$ cat src/rtl/sine_bridge_pwm.sv
module sine_bridge_pwm #(
  parameter int PERIOD_W = 16,
  parameter int DEAD_W   = 4,
  parameter int GAP_W    = 16,
  parameter logic [1:0] SINE_MODE = 2'd2
) (
  input  logic                clk,
  input  logic                rst_n,
  input  logic                enable,
  input  logic [1:0]          mode,
  input  logic                dir,
  input  logic [DEAD_W-1:0]   dead_ticks,
  input  logic [PERIOD_W-1:0] step_period,
  input  logic [GAP_W-1:0]    phase_gap,
  input  logic                slow_tick,
  input  logic                brake_n,
  output logic [2:0]          hs,
  output logic [2:0]          ls
);
  localparam int QB  = 4;
  localparam int IW  = QB + 2;
  localparam int AW  = 7;
  localparam int CW  = AW + 1;
  localparam int MID = 1 << (CW - 1);

  function automatic logic [AW-1:0] quarter_sine(input logic [QB-1:0] a);
    case (a)
      4'd0:  quarter_sine = 7'd6;
      4'd1:  quarter_sine = 7'd19;
      4'd2:  quarter_sine = 7'd31;
      4'd3:  quarter_sine = 7'd43;
      4'd4:  quarter_sine = 7'd54;
      4'd5:  quarter_sine = 7'd65;
      4'd6:  quarter_sine = 7'd76;
      4'd7:  quarter_sine = 7'd85;
      4'd8:  quarter_sine = 7'd94;
      4'd9:  quarter_sine = 7'd102;
      4'd10: quarter_sine = 7'd109;
      4'd11: quarter_sine = 7'd115;
      4'd12: quarter_sine = 7'd120;
      4'd13: quarter_sine = 7'd123;
      4'd14: quarter_sine = 7'd126;
      default: quarter_sine = 7'd127;
    endcase
  endfunction

  logic                active;
  logic [PERIOD_W-1:0] tcnt;
  logic [PERIOD_W:0]   tnext;
  logic [IW-1:0]       ph;
  logic [IW-1:0]       pgap;
  logic [CW-1:0]       car, car_q;

  assign active = enable && (mode == SINE_MODE);
  assign tnext  = {1'b0, tcnt} + {{PERIOD_W{1'b0}}, 1'b1};
  assign pgap   = IW'(phase_gap % GAP_W'(1 << IW));

  always_ff @(posedge clk or negedge rst_n) begin
    if (!rst_n) begin
      tcnt  <= '0;
      ph    <= '0;
      car   <= '0;
      car_q <= '0;
    end else if (active) begin
      car   <= car + 1'b1;
      car_q <= car;
      if (slow_tick) begin
        if (tnext >= {1'b0, step_period}) begin
          tcnt <= '0;
          ph   <= dir ? ph + 1'b1 : ph - 1'b1;
        end else begin
          tcnt <= tnext[PERIOD_W-1:0];
        end
      end
    end
  end

  for (genvar k = 0; k < 3; k++) begin : g_phase
    logic [IW-1:0]     idx;
    logic [QB-1:0]     addr;
    logic [AW-1:0]     amp_q;
    logic              neg_q;
    logic [CW-1:0]     duty;
    logic              want, side;
    logic [DEAD_W-1:0] gap;

    assign idx  = ph + IW'(k) * pgap;
    assign addr = idx[QB] ? ~idx[QB-1:0] : idx[QB-1:0];
    assign duty = neg_q ? (CW'(MID) - {1'b0, amp_q}) : (CW'(MID) + {1'b0, amp_q});
    assign want = duty > car_q;

    always_ff @(posedge clk or negedge rst_n) begin
      if (!rst_n) begin
        amp_q <= '0;
        neg_q <= 1'b0;
        side  <= 1'b0;
        gap   <= '0;
      end else if (active) begin
        amp_q <= quarter_sine(addr);
        neg_q <= idx[IW-1];
        if (want != side) begin
          side <= want;
          gap  <= dead_ticks;
        end else if (gap != '0) begin
          gap <= gap - 1'b1;
        end
      end
    end

    assign hs[k] = brake_n && active &&  side && (gap == '0);
    assign ls[k] = !brake_n || (active && !side && (gap == '0));
  end
endmodule

$ cat config.mk
export PLATFORM = sky130hd
export DESIGN_NAME = sine_bridge_pwm
export DESIGN_NICKNAME = d
export VERILOG_FILES = /design/src/rtl/sine_bridge_pwm.sv
export SDC_FILE = /design/constraint.sdc
export NUM_CORES = 1
export LEC_CHECK = 0
export CORE_MARGIN = 1.5
export CORE_UTILIZATION = 45
export DETAILED_ROUTE_END_ITERATION = 6
export GPL_TIMING_DRIVEN = 0
export PLACE_DENSITY = 0.7
export REMOVE_ABC_BUFFERS = 1
export SLEW_MARGIN = 20
export SYNTH_ARGS = -nofsm -noshare
export SYNTH_HDL_FRONTEND = slang
export SYNTH_SLANG_ARGS = --single-unit
export TNS_END_PERCENT = 5
$ cat constraint.sdc
create_clock -name clk -period 3.87 [get_ports clk]
set_input_delay 0.5805 -clock clk [delete_from_list [all_inputs] [get_ports clk]]
set_output_delay 0.5805 -clock clk [all_outputs]
set_load 0.005 [all_outputs]
* Word level (Yosys, flattened, before mapping) *
Memories as Yosys holds them, arrays and structs flattened. A register that Yosys moved wholly into a read port is not among the register bits.
Index checks and enable logic that the tools add are counted.

cells by class
  $add $sub $neg = 15
  bitwise logic cells = 3
  mux-type cells = 14
  $lt $le $gt $ge = 4
  equality and inequality tests = 4
  reduce and logical (&&, ||, !) cells = 41

operators with widths
  kind                     count
  $mux W4                  9
  $add A8 B7 Y8 const A    3
  $gt A8 B8 Y1             3
  $mux W8                  3
  $sub A8 B7 Y8 const A    3
  $add A16 B1 Y17 const B  1
  $ge A17 B16 Y1           1
  $mux W16                 1
  $logic_and A1 B1 Y1      14
  $reduce_and A2 Y1        7
  $add A6 B6 Y6            2
  $logic_not A4 Y1         3
  $not A4 Y4               3
  $reduce_bool A4 Y1       3
  $sub A4 B1 Y4 const B    3
  $add A8 B1 Y8 const B    1
  $logic_not A1 Y1         7
  $add A6 B1 Y6 const B    1
  $mux W6                  1
  $reduce_bool A2 Y1       3
  $sub A6 B1 Y6 const B    1
  $logic_or A1 B1 Y1       3
  $ne A1 B1 Y1             3
  $reduce_and A3 Y1        1
  $eq A2 B2 Y1 const B     1

storage, ports and cells
  register bits = 56
  input bits = 44
  output and inout port bits = 6
  memories = 3
  ROM bits = 336

memories
  memory           words  width  read ports  clocked after memory_dff  write ports  RTL line  RTL
  (no name shown)  16     7      1           1                         0            27        case (a)
  (no name shown)  16     7      1           1                         0            27
  (no name shown)  16     7      1           1                         0            27

* Longest topological paths before layout *
  depth after elaboration = 6
  gate-level depth with buffers = 15
  gate-level depth less buffers = 15

* Worst setup path before layout *
No wires, ideal clock.

  path type = register to register
  start = register tcnt[2]
  end = register ph[1]
  path buffers = 0
  slack = 0.500 ns
  clock period less this slack = 3.370 ns
  arrival = 3.244 ns
  setup time = 0.125 ns
  cell stages (with the launch flop) = 14
  cells stage by stage = dfrtp_1 -> and3_4 -> and3_2 -> and2_1 -> or3b_1 -> xnor2_2 -> ha_1 -> nand4_1 -> nor4_1 -> a211o_1 -> a32o_1 -> a311o_4 -> nand2_4 -> mux2_4

on the way
  word-level cells in the longest chain between the ends = 3

ends and longest elaborated chain
  element                      RTL line  RTL
  start: declaration           48        logic [PERIOD_W-1:0] tcnt;
  start signal: assignment     72        tcnt <= tnext[PERIOD_W-1:0];
  $add A16 B1 Y17              55        assign tnext = {1'b0, tcnt} + {{PERIOD_W{1'b0}}, 1'b1};
  $ge A17 B16 Y1               68        if (tnext >= {1'b0, step_period}) begin
  $reduce_and A3 Y1 (no line)  --
  end signal: assignment       70        ph <= dir ? ph + 1'b1 : ph - 1'b1;
  end: declaration             50        logic [IW-1:0] ph;

No other way between the ends.
A chain may end at the register's enable or synchronous reset.

* Worst setup path in the final report *
  start = register tcnt[2]
  end = register ph[3]

Same word-level chain as after synthesis.

==> results.toml <==
[outcome]
status = "completed"

[setup_path]
path_delay_family = "simple AND/OR/NAND/NOR gates"
reg2reg_depth = 15
path_class = "register to register"
cpMaxStageDelayCell = "a311o_4"
crit_arrival_ps = 3880
cp_cell_sequence = "and3_4 > and3_2 > and2_1 > nor3b_2 > nand2_1 > xor2_1 > inv_1 > ha_1 > nand4_1 > nor4_1 > a211o_1 > a32o_1 > a311o_4 > nand2_4 > mux2_4"
regToRegStartpoint = "tcnt[2]"
reg2reg_setup_slack_ps = 220
cp_max_fo = 18
path_buf_inv = 1
cp.required_ps = 4100
critPathLaunchType = "register"
r2r_end = "ph[3]"
cp-end-kind = "register"
slowest_delay_ps = 480

[drt]
drtIter0Drc = 180
drt-total-wl_um = 13100
ant_nets = 0
wl_met1_um = 6680
vias = 5328
first_pass_iters = 4
routed_via_density = 5.43
wl_per_cell_um = 13.3
met2_length_um = 5980
wl_met3_um = 330
drc = 0
top_layer_used = "met4"

[floorplan]
start_util = 0.459
fp-row-count = 44
die_w_um = 125
dieArea_um2 = 15600
coreArea_um2 = 14500
die_h_um = 125
ios = 50

[cells_and_area]
final_core_util = 0.519
fin_cells = 981
n_antenna_cell = 0
drive_gt1_frac = 0.0678
area_growth_pct = 13.0
fill_cells = 1364
layout_common_cells = "nand2_1 (105), ha_1 (82), dfrtp_1 (74)"
final_common_cell = "nand2_1"
final_nets = 921

[synthesis]
synth_seq_area_share = 0.289
synthArstFlopShare = 1.00
syn_area_um2 = 6680
synth_area_per_cell_um2 = 8.67
ys_seq_elements = 77
ys_types = 79
synth-edff-count = 0
synthCells = 770
synth-warning-count = 0
synth-main-ff-cell = "dfrtp_1"

[global_routing]
grt.total_usage = 0.174
grt_pass1_wl_um = 22900
first_global_vias = 4842
grt_start_max_net_pins = 57
antenna_found_initial = 0
grt-ovfl-total = 0

[sta]
fin_hold_ws_ps = 191
finalMaxSlewViolations = 0
worst_pin_slew_ps = 995
min_period_ps = 3650
rsz0062_at_grt = "false"
min_period_over_period = 0.944
setup_slack_ps = 215
setup_viol = 0
slew_headroom = 0.336
clock-skew-final_ps = 8.11
hold_viol_final = 0
fmax_mhz = 274

[clocking]
htree_num_levels = 3
postCtsSetupBuffers = 0
cts_tree = "yes"
clk_pin_slew_ps = 60
clk_latency_ps = 340
cts_made_buffers = 9
cts.path.max_buffers = 2
clockRootBuffer = "clkbuf_16"
cts.sinks = 77
cts_hold_buf = 0

[power_and_ir_drop]
finalPower_mw = 4.39
leakage_nw = 3.43
ir_drop_uv = 223
p_per_area_nw_per_um2 = 582

[placement]
io_buffers = 39
pre_cts_slack_ps = -180
place_hpwl_um = 9590
place_congestion = 0.807
dp.cells = 965

[run]
maxCapViolCount = 0

[hold_path]
hp-class = "input port to asynchronous set/reset pin"
[worst max path at each step]
stage                 startpoint                  end  slack [ps]  depth (start not counted)
finish                   tcnt[2]                ph[3]         220                         15
detailed placement  phase_gap[0]  g_phase[1].amp_q[2]        -180                         13
floorplan                 enable              tcnt[6]         300                          6
global route        phase_gap[0]  g_phase[1].amp_q[0]           4                         13
CTS                        ph[2]  g_phase[2].amp_q[2]          60                         12
global placement          enable              tcnt[6]       -1720                          7
[state kept, by name, summed over array words and instances (netlist names)]
signal         count
car                8
car_q              8
g_phase.amp_q     21
g_phase.gap       12
g_phase.neg_q      3
g_phase.side       3
ph                 6
tcnt              16
[synthesized netlist by cell type, drive strengths merged, types with 7 or more instances]
cell type / instances / area (um^2)
ha: 82 / 1030
a21oi: 41 / 209
mux2i: 15 / 150
mux2: 8 / 105
or3: 9 / 61.3
nand2b: 11 / 68.8
nor2: 35 / 144
o211ai: 11 / 82.6
clkbuf: 26 / 97.6
inv: 53 / 199
o21ai: 65 / 325
nor3: 15 / 86.3
o31ai: 12 / 95.1
xnor2: 46 / 418
dfrtp: 77 / 1930
nand3: 20 / 113
nand4: 14 / 87.6
and3: 7 / 50.1
nand2: 106 / 405
a21o: 8 / 60.1
xor2: 16 / 163
[report_power, final]
group	total [mW]	internal, mW	switching [mW]
Combinational	2.21	1.01	1.20
Clock	0.862	0.509	0.353
Sequential	1.31	1.04	0.278
Total	4.39	2.56	1.83
[logic make-up (layout without fill, tap and decap cells)]
| kind of cell | Yosys count | in the layout | share of synthesized area |
|---|---|---|---|
| simple gates | 247 | 247 | 0.185 |
| compound gates | 192 | 192 | 0.187 |
| flops | 77 | 77 | 0.289 |
| fa+ha+maj | 85 | 85 | 0.163 |
| xor+xnor | 62 | 62 | 0.0870 |
| mux | 24 | 24 | 0.0416 |
| buf+inv | 83 | 110 | 0.0482 |
[layer usage]
layer / up-vias / track usage
met1: 2477 / 0.246
li1: 2783 / -
met4: 0 / 0.0439
met3: 8 / 0.0258
met2: 60 / 0.279
met5: - / 0
[through the flow]
stage,area [um^2],TNS (ps)
6_report,7550,0
2_1_floorplan,6550,0
3_5_place_dp,7220,-691
4_1_cts,7530,0
5_1_grt,7550,0
3_3_place_gp,7170,-78850
[worst reg2reg max path: stages, from the launching register on]
cell and delay [ps]:
dfrtp_2 410, and3_4 210, and3_2 230, and2_1 200
nor3b_2 250, nand2_1 100, xor2_1 220, inv_1 80
ha_1 290, nand4_1 90, nor4_1 50, a211o_1 270
a32o_1 210, a311o_4 480, nand2_4 160, mux2_4 300
[what timing repair did]
item / CTS / global route
setup endpoints to repair: 0 / 10
gates resized for setup: 0 / 7
hold endpoints to repair: 0 / 0
[final cells by class]
cell class	count	area [um^2]	share of cell area
tap	184	230	0.0305
clock buffer	9	225	0.0298
multi-input combinational	610	4450	0.590
sequential	77	1930	0.256
clock inverter	7	81.3	0.0108
inverter	53	199	0.0264
timing repair buffer	41	428	0.0567
(Power assumes the default switching activity.)
